## src/rtl/tdo_pkg.sv

```systemverilog
package tdo_pkg;

    typedef enum logic [1:0] {
        PK_QUIET  = 2'd0,
        PK_BUILD  = 2'd1,
        PK_ACTIVE = 2'd2,
        PK_DECAY  = 2'd3
    } pk_state_e;

    typedef enum logic {
        MD_PACKET = 1'b0,
        MD_FOLLOW = 1'b1
    } md_state_e;

    function automatic int unsigned win_ticks(input int unsigned clk_hz,
                                              input int unsigned win_ms);
        return (clk_hz / 1000) * win_ms;
    endfunction

endpackage

```

## src/rtl/tdo_mode_ctrl.sv

```systemverilog
module tdo_mode_ctrl
    import tdo_pkg::*;
(
    input  logic clk,
    input  logic rst_n,
    input  logic out_sel,
    input  logic hiz_req,
    output logic mode_clr,
    output logic drv_q
);

    md_state_e md_q;
    md_state_e md_nx;

    // Next mode taken straight from the select input
    always_comb begin
        md_nx = out_sel ? MD_FOLLOW : MD_PACKET;
    end

    // Clear pulse for the integrators on the cycle the mode changes
    always_comb begin
        mode_clr = 1'b0;
        unique case (md_q)
            MD_PACKET: mode_clr = (md_nx == MD_FOLLOW);
            MD_FOLLOW: mode_clr = (md_nx == MD_PACKET);
        endcase
    end

    // Mode state register
    always_ff @(posedge clk or negedge rst_n) begin
        if (!rst_n) begin
            md_q <= MD_PACKET;
        end else begin
            md_q <= md_nx;
        end
    end

    // Shared drive-enable register
    always_ff @(posedge clk or negedge rst_n) begin
        if (!rst_n) begin
            drv_q <= 1'b0;
        end else begin
            drv_q <= ~hiz_req;
        end
    end

    assert_drive_off_R8: assert property (@(posedge clk) disable iff (!rst_n)
        hiz_req |=> !drv_q);

    assert_drive_on_R8: assert property (@(posedge clk) disable iff (!rst_n)
        !hiz_req |=> drv_q);

    assert_clr_follows_change_R7: assert property (@(posedge clk) disable iff (!rst_n)
        mode_clr |=> !mode_clr || (out_sel != $past(out_sel)));

endmodule

```

## src/rtl/tdo_integrator.sv

```systemverilog
module tdo_integrator #(
    parameter int unsigned TOP_VAL = 4,
    localparam int unsigned CW     = $clog2(TOP_VAL + 1)
) (
    input  logic          clk,
    input  logic          rst_n,
    input  logic          clr,
    input  logic          tone,
    output logic [CW-1:0] cnt
);

    localparam logic [CW-1:0] TOP = CW'(TOP_VAL);

    // Saturating up/down count of tone against silence
    always_ff @(posedge clk or negedge rst_n) begin
        if (!rst_n) begin
            cnt <= '0;
        end else if (clr) begin
            cnt <= '0;
        end else if (tone && (cnt != TOP)) begin
            cnt <= cnt + 1'b1;
        end else if (!tone && (cnt != '0)) begin
            cnt <= cnt - 1'b1;
        end
    end

    assert_cnt_bound_R5: assert property (@(posedge clk) disable iff (!rst_n)
        cnt <= TOP);

    assert_cnt_step_R3: assert property (@(posedge clk) disable iff (!rst_n)
        !clr |=> (cnt == $past(cnt)) || (cnt == $past(cnt) + 1'b1) || (cnt + 1'b1 == $past(cnt)));

    assert_cnt_cleared_R7: assert property (@(posedge clk) disable iff (!rst_n)
        clr |=> cnt == '0);

endmodule

```

## src/rtl/tdo_channel.sv

```systemverilog
module tdo_channel
    import tdo_pkg::*;
#(
    parameter int unsigned TOP_VAL = 4,
    localparam int unsigned CW     = $clog2(TOP_VAL + 1)
) (
    input  logic clk,
    input  logic rst_n,
    input  logic tone,
    input  logic follow,
    input  logic clr,
    output logic ch_out
);

    localparam logic [CW-1:0] TOP     = CW'(TOP_VAL);
    localparam logic [CW-1:0] TOP_M1  = CW'(TOP_VAL - 1);
    localparam logic [CW-1:0] ONE     = CW'(1);

    logic [CW-1:0] cnt;
    pk_state_e     st_q;
    pk_state_e     st_nx;
    logic          pk_hi_nx;
    logic          pk_hi_q;

    tdo_integrator #(
        .TOP_VAL (TOP_VAL)
    ) u_integ (
        .clk   (clk),
        .rst_n (rst_n),
        .clr   (clr),
        .tone  (tone),
        .cnt   (cnt)
    );

    // Packet state transitions, tracking the integrator one step ahead
    always_comb begin
        st_nx = st_q;
        unique case (st_q)
            PK_QUIET: begin
                if (tone) st_nx = PK_BUILD;
            end
            PK_BUILD: begin
                if (tone && (cnt == TOP_M1))      st_nx = PK_ACTIVE;
                else if (!tone && (cnt == ONE))   st_nx = PK_QUIET;
            end
            PK_ACTIVE: begin
                if (!tone) st_nx = PK_DECAY;
            end
            PK_DECAY: begin
                if (tone && (cnt == TOP_M1))      st_nx = PK_ACTIVE;
                else if (!tone && (cnt == ONE))   st_nx = PK_QUIET;
            end
        endcase
        if (clr) st_nx = PK_QUIET;
    end

    assign pk_hi_nx = (st_nx == PK_ACTIVE) || (st_nx == PK_DECAY);
    assign pk_hi_q  = (st_q == PK_ACTIVE) || (st_q == PK_DECAY);

    // State register
    always_ff @(posedge clk or negedge rst_n) begin
        if (!rst_n) begin
            st_q <= PK_QUIET;
        end else begin
            st_q <= st_nx;
        end
    end

    // Output register: follower passes the tone, packet shows the state
    always_ff @(posedge clk or negedge rst_n) begin
        if (!rst_n) begin
            ch_out <= 1'b0;
        end else if (follow) begin
            ch_out <= tone;
        end else begin
            ch_out <= pk_hi_nx;
        end
    end

    assert_set_at_top_R3: assert property (@(posedge clk) disable iff (!rst_n)
        $rose(pk_hi_q) |-> cnt == TOP);

    assert_clear_at_zero_R4: assert property (@(posedge clk) disable iff (!rst_n)
        $fell(pk_hi_q) |-> cnt == '0);

    assert_decay_holds_R6: assert property (@(posedge clk) disable iff (!rst_n)
        (st_q == PK_DECAY) |-> (cnt != '0) && (cnt != TOP));

    assert_build_holds_R6: assert property (@(posedge clk) disable iff (!rst_n)
        (st_q == PK_BUILD) |-> (cnt != '0) && (cnt != TOP));

    assert_quiet_empty_R4: assert property (@(posedge clk) disable iff (!rst_n)
        (st_q == PK_QUIET) |-> cnt == '0);

    assert_mode_low_R7: assert property (@(posedge clk) disable iff (!rst_n)
        (clr && !follow) |=> !ch_out);

endmodule

```

## src/rtl/tone_out_cond.sv

```systemverilog
module tone_out_cond
    import tdo_pkg::*;
#(
    parameter int unsigned NUM_CH    = 2,
    parameter int unsigned CLK_HZ    = 3579545,
    parameter int unsigned WIN_MS    = 40,
    parameter int unsigned WIN_TICKS = win_ticks(CLK_HZ, WIN_MS)
) (
    input  logic              clk,
    input  logic              rst_n,
    input  logic [NUM_CH-1:0] tone_in,
    input  logic              out_sel,
    input  logic              hiz_req,
    output logic [NUM_CH-1:0] ch_out,
    output logic              ch_drv
);

    logic mode_clr;

    tdo_mode_ctrl u_mode (
        .clk      (clk),
        .rst_n    (rst_n),
        .out_sel  (out_sel),
        .hiz_req  (hiz_req),
        .mode_clr (mode_clr),
        .drv_q    (ch_drv)
    );

    for (genvar g = 0; g < NUM_CH; g++) begin : g_ch
        tdo_channel #(
            .TOP_VAL (WIN_TICKS)
        ) u_ch (
            .clk    (clk),
            .rst_n  (rst_n),
            .tone   (tone_in[g]),
            .follow (out_sel),
            .clr    (mode_clr),
            .ch_out (ch_out[g])
        );
    end

    assert_follow_R2: assert property (@(posedge clk) disable iff (!rst_n)
        out_sel |=> ch_out == $past(tone_in));

    assert_reset_R9: assert property (@(posedge clk)
        !rst_n |-> (ch_out == '0) && !ch_drv);

endmodule

```

## config.mk

```make
export PLATFORM = sky130hd
export DESIGN_NAME = tone_out_cond
export DESIGN_NICKNAME = d
export VERILOG_FILES = /design/src/rtl/tdo_pkg.sv /design/src/rtl/tdo_mode_ctrl.sv /design/src/rtl/tdo_integrator.sv /design/src/rtl/tdo_channel.sv /design/src/rtl/tone_out_cond.sv
export SDC_FILE = /design/constraint.sdc
export NUM_CORES = 1
export LEC_CHECK = 0
export ABC_AREA = 1
export BUFFER_PORTS_ARGS = -buffer_cell sky130_fd_sc_hd__buf_4
export CELL_PAD_IN_SITES_DETAIL_PLACEMENT = 0
export CELL_PAD_IN_SITES_GLOBAL_PLACEMENT = 1
export CORE_ASPECT_RATIO = 1.2
export CORE_MARGIN = 10
export CORE_UTILIZATION = 32
export CTS_CLUSTER_DIAMETER = 100
export DETAILED_ROUTE_END_ITERATION = 16
export HOLD_SLACK_MARGIN = 0.06
export PLACE_DENSITY_LB_ADDON = 0.1
export REMOVE_ABC_BUFFERS = 1
export SETUP_SLACK_MARGIN = 0.1
export SYNTH_ARGS = -nofsm -noshare
export SYNTH_HDL_FRONTEND = slang
export SYNTH_SLANG_ARGS = --single-unit
```

## constraint.sdc

```tcl
create_clock -name clk -period 1.6 [get_ports clk]
set_input_delay 0.32 -clock clk [delete_from_list [all_inputs] [get_ports clk]]
set_output_delay 0.32 -clock clk [all_outputs]
set_load 0.01 [all_outputs]
```

Word-level counts from Yosys, hierarchy flattened. Cells that the tools add are included.

Word-level logic and storage cells: 73. Output and inout bits: 3. Bits of input ports: 6. Flip-flop bits (word level): 44.

Bitwise operators: 3. Reduce and logical (&&, ||, !) cells: 20. $add $sub $neg: 4. Multiplexer cells: 22. Equal/unequal tests: 16.

Operators by type and width (count): 2-to-1 mux 18 bit (6); adder 18 x 1 -> 18 bit, second input constant (2); == test 18 x 1 -> 1 bit, second input constant (2); == test 18 bit, second input constant (2); inequality test 18 bit, second input constant (2); nonzero test 18 bit (2); subtractor 18 x 1 -> 18 bit, second input constant (2); 2-to-1 mux 2 bit (10); == test 2 bit, second input constant (8); one-hot mux 2 bit (3 select lines) (2); logical AND 1 bit (8); nonzero test 3 bit (2); == test 2 x 1 -> 1 bit, second input constant (2); logical NOT 2 bit (2); OR reduction 2 bit (2); 2-to-1 mux 1 bit (3); inverter 1 bit (3); logical NOT 1 bit (2); logical OR 1 bit (2); one-hot mux 1 bit (2 select lines) (1).

Logic depth before layout (Yosys ltp). Gate-level depths: netlist of run 1.

Depth in word-level cells: 9. Mapped depth: 12. Mapped depth without buffers: 11.

Cells and area by module. From an unflattened synthesis of run 1, not the netlist that was laid out.

Cells, all modules: 676. Area, all modules: 4240.3 µm².

By module, submodules not included: tdo_integrator (instances 2, area each 1776.7 µm², cells an instance 275); tdo_channel (g_ch[1].u_ch) (instances 1, area each 316.6 µm², cells an instance 62); tdo_channel (g_ch[0].u_ch) (instances 1, area each 297.8 µm², cells an instance 56); tdo_mode_ctrl (instances 1, area each 72.6 µm², cells an instance 8).

Worst setup path before layout of run 1. OpenSTA, ideal clock, no wires.

Path kind: reg2reg. From: reg g_ch[0].u_ch.u_integ.cnt[0]. To: reg g_ch[0].u_ch.u_integ.cnt[2]. Stages on the path, launching flop included: 11. Buffers on the path: 1. Data required time: 1.477 ns. Data arrival time: 1.570 ns. Setup slack: -0.094 ns. Cell sequence: dfrtp_1 -> inv_1 -> ha_1 -> nand3_1 -> nor2_1 -> nand2_2 -> nor2_4 -> nor2_4 -> buf_6 -> o21ai_0 -> nor3_2.

Longest elaborated chain between the ends: 4. Elaborated cells on any way between the ends: 10.

RTL lines: from (decl) (RTL line tdo_integrator.sv:9) `output logic [CW-1:0] cnt`; from (signal assigned) (RTL line tdo_integrator.sv:21) `cnt <= cnt + 1'b1;`; from (signal assigned) (RTL line tdo_integrator.sv:23) `cnt <= cnt - 1'b1;`; subtractor 18 x 1 -> 18 bit or inequality test 18 bit (tied branches) (RTL line tdo_integrator.sv:23, tdo_integrator.sv:20); 2-to-1 mux 18 bit or logical AND 1 bit (tied branches) (RTL line tdo_integrator.sv:22, tdo_integrator.sv:20); 2-to-1 mux 18 bit (RTL line tdo_integrator.sv:20) `end else if (tone && (cnt != TOP)) begin`; 2-to-1 mux 18 bit (RTL line tdo_integrator.sv:18) `end else if (clr) begin`.

Parallel ways exist; a longest one is shown, timed or not. The select of a mux whose other input is x is not followed. A chain may end at the register's enable or synchronous reset.

Final worst setup path of run 1.
From: reg g_ch[1].u_ch.u_integ.cnt[3]. To: reg g_ch[1].u_ch.u_integ.cnt[11].

Longest elaborated chain between the ends: 4. Elaborated cells on any way between the ends: 10.

RTL lines (RTL line): from (decl) (tdo_integrator.sv:9); from (signal assigned) (tdo_integrator.sv:21); from (signal assigned) (tdo_integrator.sv:23); subtractor 18 x 1 -> 18 bit or inequality test 18 bit (tied branches) (tdo_integrator.sv:23, tdo_integrator.sv:20); 2-to-1 mux 18 bit or logical AND 1 bit (tied branches) (tdo_integrator.sv:22, tdo_integrator.sv:20); 2-to-1 mux 18 bit (tdo_integrator.sv:20); 2-to-1 mux 18 bit (tdo_integrator.sv:18).

Parallel ways exist; a longest one is shown, timed or not. The select of a mux whose other input is x is not followed.

==> results of run 1 <==
-- synthesized netlist by cell type, types with 4 or more instances --
cell,number,area [sq um]
nor3_1,8,40.0
buf_6,6,67.6
nand2_4,4,45.0
nor2_1,94,353
nand2_2,7,43.8
nand2_1,203,762
buf_4,5,37.5
ha_1,8,100
xor2_1,36,315
o21ai_2,6,52.6
nor2_4,7,78.8
dfrtp_1,44,1100
nor2_2,9,56.3
a21oi_1,8,40.0
buf_2,12,60.1
o21ai_0,16,80.1
nand3_1,59,295
inv_1,53,199
inv_2,5,18.8
nand4_1,26,163
xnor2_1,6,52.6
-- through the flow --
stage	instance area [sq um]	total power (W)	instances	worst slack [ps]	utilization (%)
after global routing	6290	0.00670	941	-127	49.7
after floorplan	3940	0.00300	613	-219	-
after CTS	5890	0.00593	932	-26.7	46.5
after global placement	5180	0.00415	902	-222	40.9
after detailed placement	5180	0.00418	902	-235	40.9
final	6290	0.00627	941	-46.7	49.7
-- sequential cells by signal, summed over array words and instances, names as in the netlist --
register,count
g_ch.u_ch.ch_out,2
u_mode.drv_q,1
g_ch.u_ch.u_integ.cnt,36
g_ch.u_ch.st_q,4
u_mode.md_q,1
-- timing repair --
| item | 4_1_cts | 5_1_grt |
|---|---|---|
| setup buffers | 22 | 10 |
| cloned | 1 | 0 |
| resized for setup | 106 | 92 |
| hold buffers | 1 | 0 |
| setup endpoints to repair | 38 | 41 |
| endpoints found under the hold margin | 14 | 0 |
| pin swaps | 57 | 52 |
-- cells by family (layout without fill, tap and decap cells) --
group | count (synthesis) | after routing | share of synthesized area, %
XOR/XNOR | 43 | 43 | 9.54
buffers and inverters | 90 | 224 | 10.6
AND/OR/NAND/NOR | 421 | 421 | 45.4
AO/OA/AOI/OAI | 37 | 37 | 5.46
adder cells (fa/ha/maj) | 8 | 8 | 2.41
flip-flops | 44 | 44 | 26.6
-- critical path, delay by kind of cell (launching register included) --
kind	cells	cell delay, ps
compound gates	1	200
buf+inv	2	200
flops	1	470
simple gates	6	670
-- where the power goes --
part	internal, W	total [W]	switching [W]
clock	0.000737	0.00124	0.000502
combinational	0.00159	0.00348	0.00189
sequential	0.00132	0.00155	0.000232
total	0.00364	0.00627	0.00263
-- cell type report --
class                      instances  share of cell area [%]
sequential                        44                    17.7
clock inverter                     2                   0.557
multi-input combinational        509                    50.5
tap                              164                    3.26
inverter                          60                    4.02
clock buffer                       6                    2.05
timing repair buffer             156                    22.0
-- path summary, 6_finish.rpt --
kind / start / end / slack, ps / depth (start not counted)
min in group asynchronous: rst_n / g_ch[0].u_ch.u_integ.cnt[12] / 420 / 2
hold reg to reg: g_ch[0].u_ch.st_q[1] / g_ch[0].u_ch.st_q[1] / 560 / 2
hold / removal: hiz_req / u_mode.drv_q / 160 / 2
max in group asynchronous: rst_n / g_ch[1].u_ch.u_integ.cnt[7] / 700 / 3
setup / recovery: g_ch[1].u_ch.u_integ.cnt[3] / g_ch[1].u_ch.u_integ.cnt[11] / -50 / 9
setup reg to reg: g_ch[1].u_ch.u_integ.cnt[3] / g_ch[1].u_ch.u_integ.cnt[11] / -50 / 9
-- metal layers --
layer	track usage, %	vias to the layer above
li1	-	2290
met1	17.1	2173
met2	31.9	70
met3	1.94	37
met4	8.07	0
met5	0	-
==> run metrics, run 1 <==
crit-path max cell delay 470 ps; initial DRC count 182; CTS tree done; Sink Count 44; DRC Markers 0; max layer used met4; crit path max fanout 5; crit path kind flop to flop; Final period util 103%; CTS Buf Count 5; synthesized area per cell 6.45 sq um; post-DP HPWL 10,900 um; P_leak 3.00 nW; unique cell type count in the Yosys netlist 34; CP max stage cell dfrtp_1; Synth Warn # 0; Min Clock Period, post-route 1650 ps; Die X 124 um; Pins Over Slew Limit 0; Peak VDD IR 575 uV; initial antenna violation count 0; Hold Crit Class input pin to flop; area delta synth->final 51.7%; tightest hold margin 162 ps; Die ar. 17,900 sq um; RSZ-0062 raised after global routing true; DR vias/cell 4.86; Post-Syn Instances roughly 640; most frequent cells in the layout nand2_1, buf_4, nor2_1; GP Congestion 0.895; routed wl met2 7990 um; met1 wire length about 5600 um; Synth Flop Type dfrtp_1; clk_lat worst skew 300 ps; Worst Skew 7.03 ps; data arrival time of the critical path around 1800 ps; share of layout cells above drive strength 1 42.1%; Filler cells ~1.3k; Least-Margin Pin Slew 368 ps; worst path cell trace nor2_2, inv_1, nor2_1, nand2_1, o21ai_4, nand2_8, buf_6, nand4_1, nand2_1; most common cell after layout, fill and taps aside nand2_1; largest net degree at the start of global routing 31; violated checks setup timing; Multi-input gate area approximately 3200 sq um; final hold vios 0; Clock Path Buffers 2; worst path required time 1790 ps; drt wl/cell about 16 um; Remaining Overflow, GRT 0; Async SR Flop Fraction 100%; final setup margin -46.7 ps; core region area 12,700 sq um; startpoint types flop; CTS HTree Levels 2; TritonRoute pass-1 iters 5; Max Cap Viol 0; die span in y 145 um; met3 wire length 294 um; fin nets 790; status finished, violations left; I/O Pins 9; antenna viol nets, final 0; antenna fix cells 0; Port Buf Inserts 8; FP Rows 45; Critical Path Sink Type flop; Initial Util 32.7%; Routed Wire Length 14,600 um; Max-slew headroom 75.3%; Syn Std Cell Area approximately 4100 sq um; fmax ~610 MHz; Root Buffer clkbuf_16; Yosys reg bits 44; first-pass GRT wire length between 20,000 and 25,000 um; power per cell area 996 nW/um^2; # setup viols final 21; All-Layer GR Usage between 15 and 20%; Post-synth EDFFs 0; Reg area 1110 sq um; post-route setup TNS -416 ps; routed via count 4,570; clk slew on worst S/H paths 70 ps; number of global-route vias before repair 4,626; register area share after synthesis 26.6%; CP dominant cell by count nand2_1
No activity file was read; power rests on OpenSTA's default activity.
==> run 2: changes to the inputs <==
CORE_MARGIN = 5   (was 10)
==> run 2 against run 1 <==
  * Sequential power is essentially flat
  * Non-clock buffer count increased by 5
  * Fmax down 3.2%
  * Clock power is essentially flat
  * Sequential share of layout area is 0.20 points lower
  * The run still ends with setup timing left
  * Cell count rose by 0.53%
  * Via count grew 0.50%
  * Worst hold slack lost 120 ps
  * Critical path depth rose by 1
  * Die area shrank 14%
==> run metrics, run 2 (synthesis results as in run 1) <==
status finished, violations left; violated checks setup timing; drt wl/cell 15.7 um (+0.91%); Remaining Overflow, GRT 0 (unchanged); die span in y 135 um (-6.9%); Hold Crit Class input pin to asynchronous set/reset pin; Die ar. 15,300 sq um (-14%); CP top delay family simple AND/OR/NAND/NOR gates; routed via count 4,593 (+0.50%); Root Buffer clkbuf_16; power per cell area 991 nW/um^2 (-0.60%); Reg area 1120 sq um (+0.56%); Pins Over Slew Limit 0 (unchanged); antenna fix cells 0 (unchanged); GP Congestion 0.895 (about the same); initial antenna violation count 0 (unchanged); CTS tree done; dpl cell area 5180 sq um (about the same); DRC Markers 0 (unchanged); most common cell after layout, fill and taps aside nand2_1; RSZ-0062 raised after global routing true; CTS HTree Levels 2 (unchanged); post-route cell area 6400 sq um (+1.7%); data arrival time of the critical path 1880 ps (+40 ps); first-pass GRT wire length 23,500 um (+1.5%); Max-slew headroom 56.8% (-19 points); Layout Utilization 50.5% (+0.85 points); crit path kind flop to flop; clk slew on worst S/H paths 70 ps (about the same); hold-fix buffers at CTS 0 (-1); largest net degree at the start of global routing 45 (+45%); fin nets 795 (+0.63%); Worst Skew 6.86 ps (-0.179 ps); TritonRoute pass-1 iters 4 (-1); CTS Buf Count 5 (unchanged); fmax 588 MHz (-3.2%); CP max stage cell dfrtp_2; Peak VDD IR 612 uV (+6.4%); worst path required time 1780 ps (about the same); Sink Count 44 (unchanged); worst path cell trace nor2_4, nand2_2, nor3_4, nand2_2, nand2_4, buf_12, buf_12, nand2_2, nand4_1, nand2_1; area delta synth->final 54.3%; Crit path buffers/inverters 2 (unchanged); Min Clock Period, post-route 1700 ps (+54.8 ps); Clock Path Buffers 2 (unchanged); All-Layer GR Usage 19.5% (+2.9 points); Multi-input gate area 3270 sq um (+3.0%); FP Rows 45 (unchanged); Die X 114 um (-8.1%); initial DRC count 226 (+24%); Max Cap Viol 0 (unchanged); Port Buf Inserts 8 (unchanged); I/O Pins 9 (unchanged); share of layout cells above drive strength 1 46.9% (+4.8 points); Critical Path Sink Type flop; Final period util 106% (+3.4 points); crit path max fanout 8 (+3); crit-path max cell delay 440 ps (-30 ps); most flop-heavy register g_ch.u_ch.u_integ.cnt; CP dominant cell by count nand2_2; core region area 12,700 sq um (unchanged); Filler cells 1,258 (-3.4%); most frequent cells in the layout nand2_1, buf_4, nor2_1; startpoint types flop; DR vias/cell 4.86 (about the same); Largest regs g_ch.u_ch.u_integ.cnt x36, g_ch.u_ch.st_q x4, g_ch.u_ch.ch_out x2; final hold vios 0 (unchanged); post-DP HPWL 10,800 um (-0.58%); final setup margin -101 ps (-54.8 ps); P_leak 3.06 nW (+2.0%); Routed Wire Length 14,800 um (+1.4%); Largest register FFs 36 (unchanged); number of global-route vias before repair 4,653 (+0.58%); Least-Margin Pin Slew 648 ps (+280 ps); antenna viol nets, final 0 (unchanged); clk_lat worst skew 290 ps (about the same); Initial Util 32.7% (unchanged); # setup viols final 28 (+33%)
-- run 2: layer usage --
layer / up-vias / GRT usage, % / share of wire, %
li1: 2307 / - / -
met1: 2181 / 21.1 / 38
met2: 65 / 38.2 / 56
met3: 40 / 1.93 / 1.7
met4: 0 / 7.66 / 4.3
met5: - / 0 / 0
-- run 2: per-stage QoR --
stage / setup TNS (ps) / setup slack, ps / total power, W / hold slack [ps] / instances
after floorplan: -4540 / -219 / 0.00300 / 24.4 / 613
after global placement: -4890 / -196 / 0.00416 / 384 / 905
after detailed placement: -5750 / -257 / 0.00418 / 393 / 905
after CTS: -339 / -31.8 / 0.00581 / 75.6 / 934
after global routing: -4380 / -183 / 0.00678 / 87.6 / 946
final: -1460 / -101 / 0.00634 / 45.7 / 946
-- run 2: report_power, final --
part	switching (W)	internal, W
sequential	0.000250	0.00132
clock	0.000493	0.000736
combinational	0.00193	0.00161
-- run 2: layout make-up --
| class | instances | share of cell area (%) |
|---|---|---|
| Clock buffer | 5 | 1.96 |
| Sequential cell | 44 | 17.5 |
| Tap cell | 164 | 3.21 |
| Timing Repair Buffer | 161 | 21.6 |
| Clock inverter | 3 | 0.665 |
| Inverter | 60 | 3.91 |
| Multi-Input combinational cell | 509 | 51.1 |
-- run 2: path summary, 6_finish.rpt --
kind | end | slack (ps) | start | cells past startpoint
worst max-delay path | g_ch[1].u_ch.u_integ.cnt[17] | -100 | g_ch[1].u_ch.u_integ.cnt[6] | 10
worst max register to register | g_ch[1].u_ch.u_integ.cnt[17] | -100 | g_ch[1].u_ch.u_integ.cnt[6] | 10
worst min register to register | g_ch[0].u_ch.st_q[1] | 580 | g_ch[0].u_ch.st_q[1] | 2
min in group clk | u_mode.drv_q | 160 | hiz_req | 2
worst min-delay path | u_mode.drv_q | 50 | rst_n | 1
max in group asynchronous | g_ch[1].u_ch.u_integ.cnt[7] | 1070 | rst_n | 1
-- run 2: what timing repair did --
| item | CTS | global route |
|---|---|---|
| gates cloned | 0 | 1 |
| setup buffers | 22 | 12 |
| pin swaps | 37 | 65 |
| endpoints found under the setup margin | 39 | 42 |
| hold endpoints to repair | 0 | 0 |
| gates resized for setup | 98 | 133 |
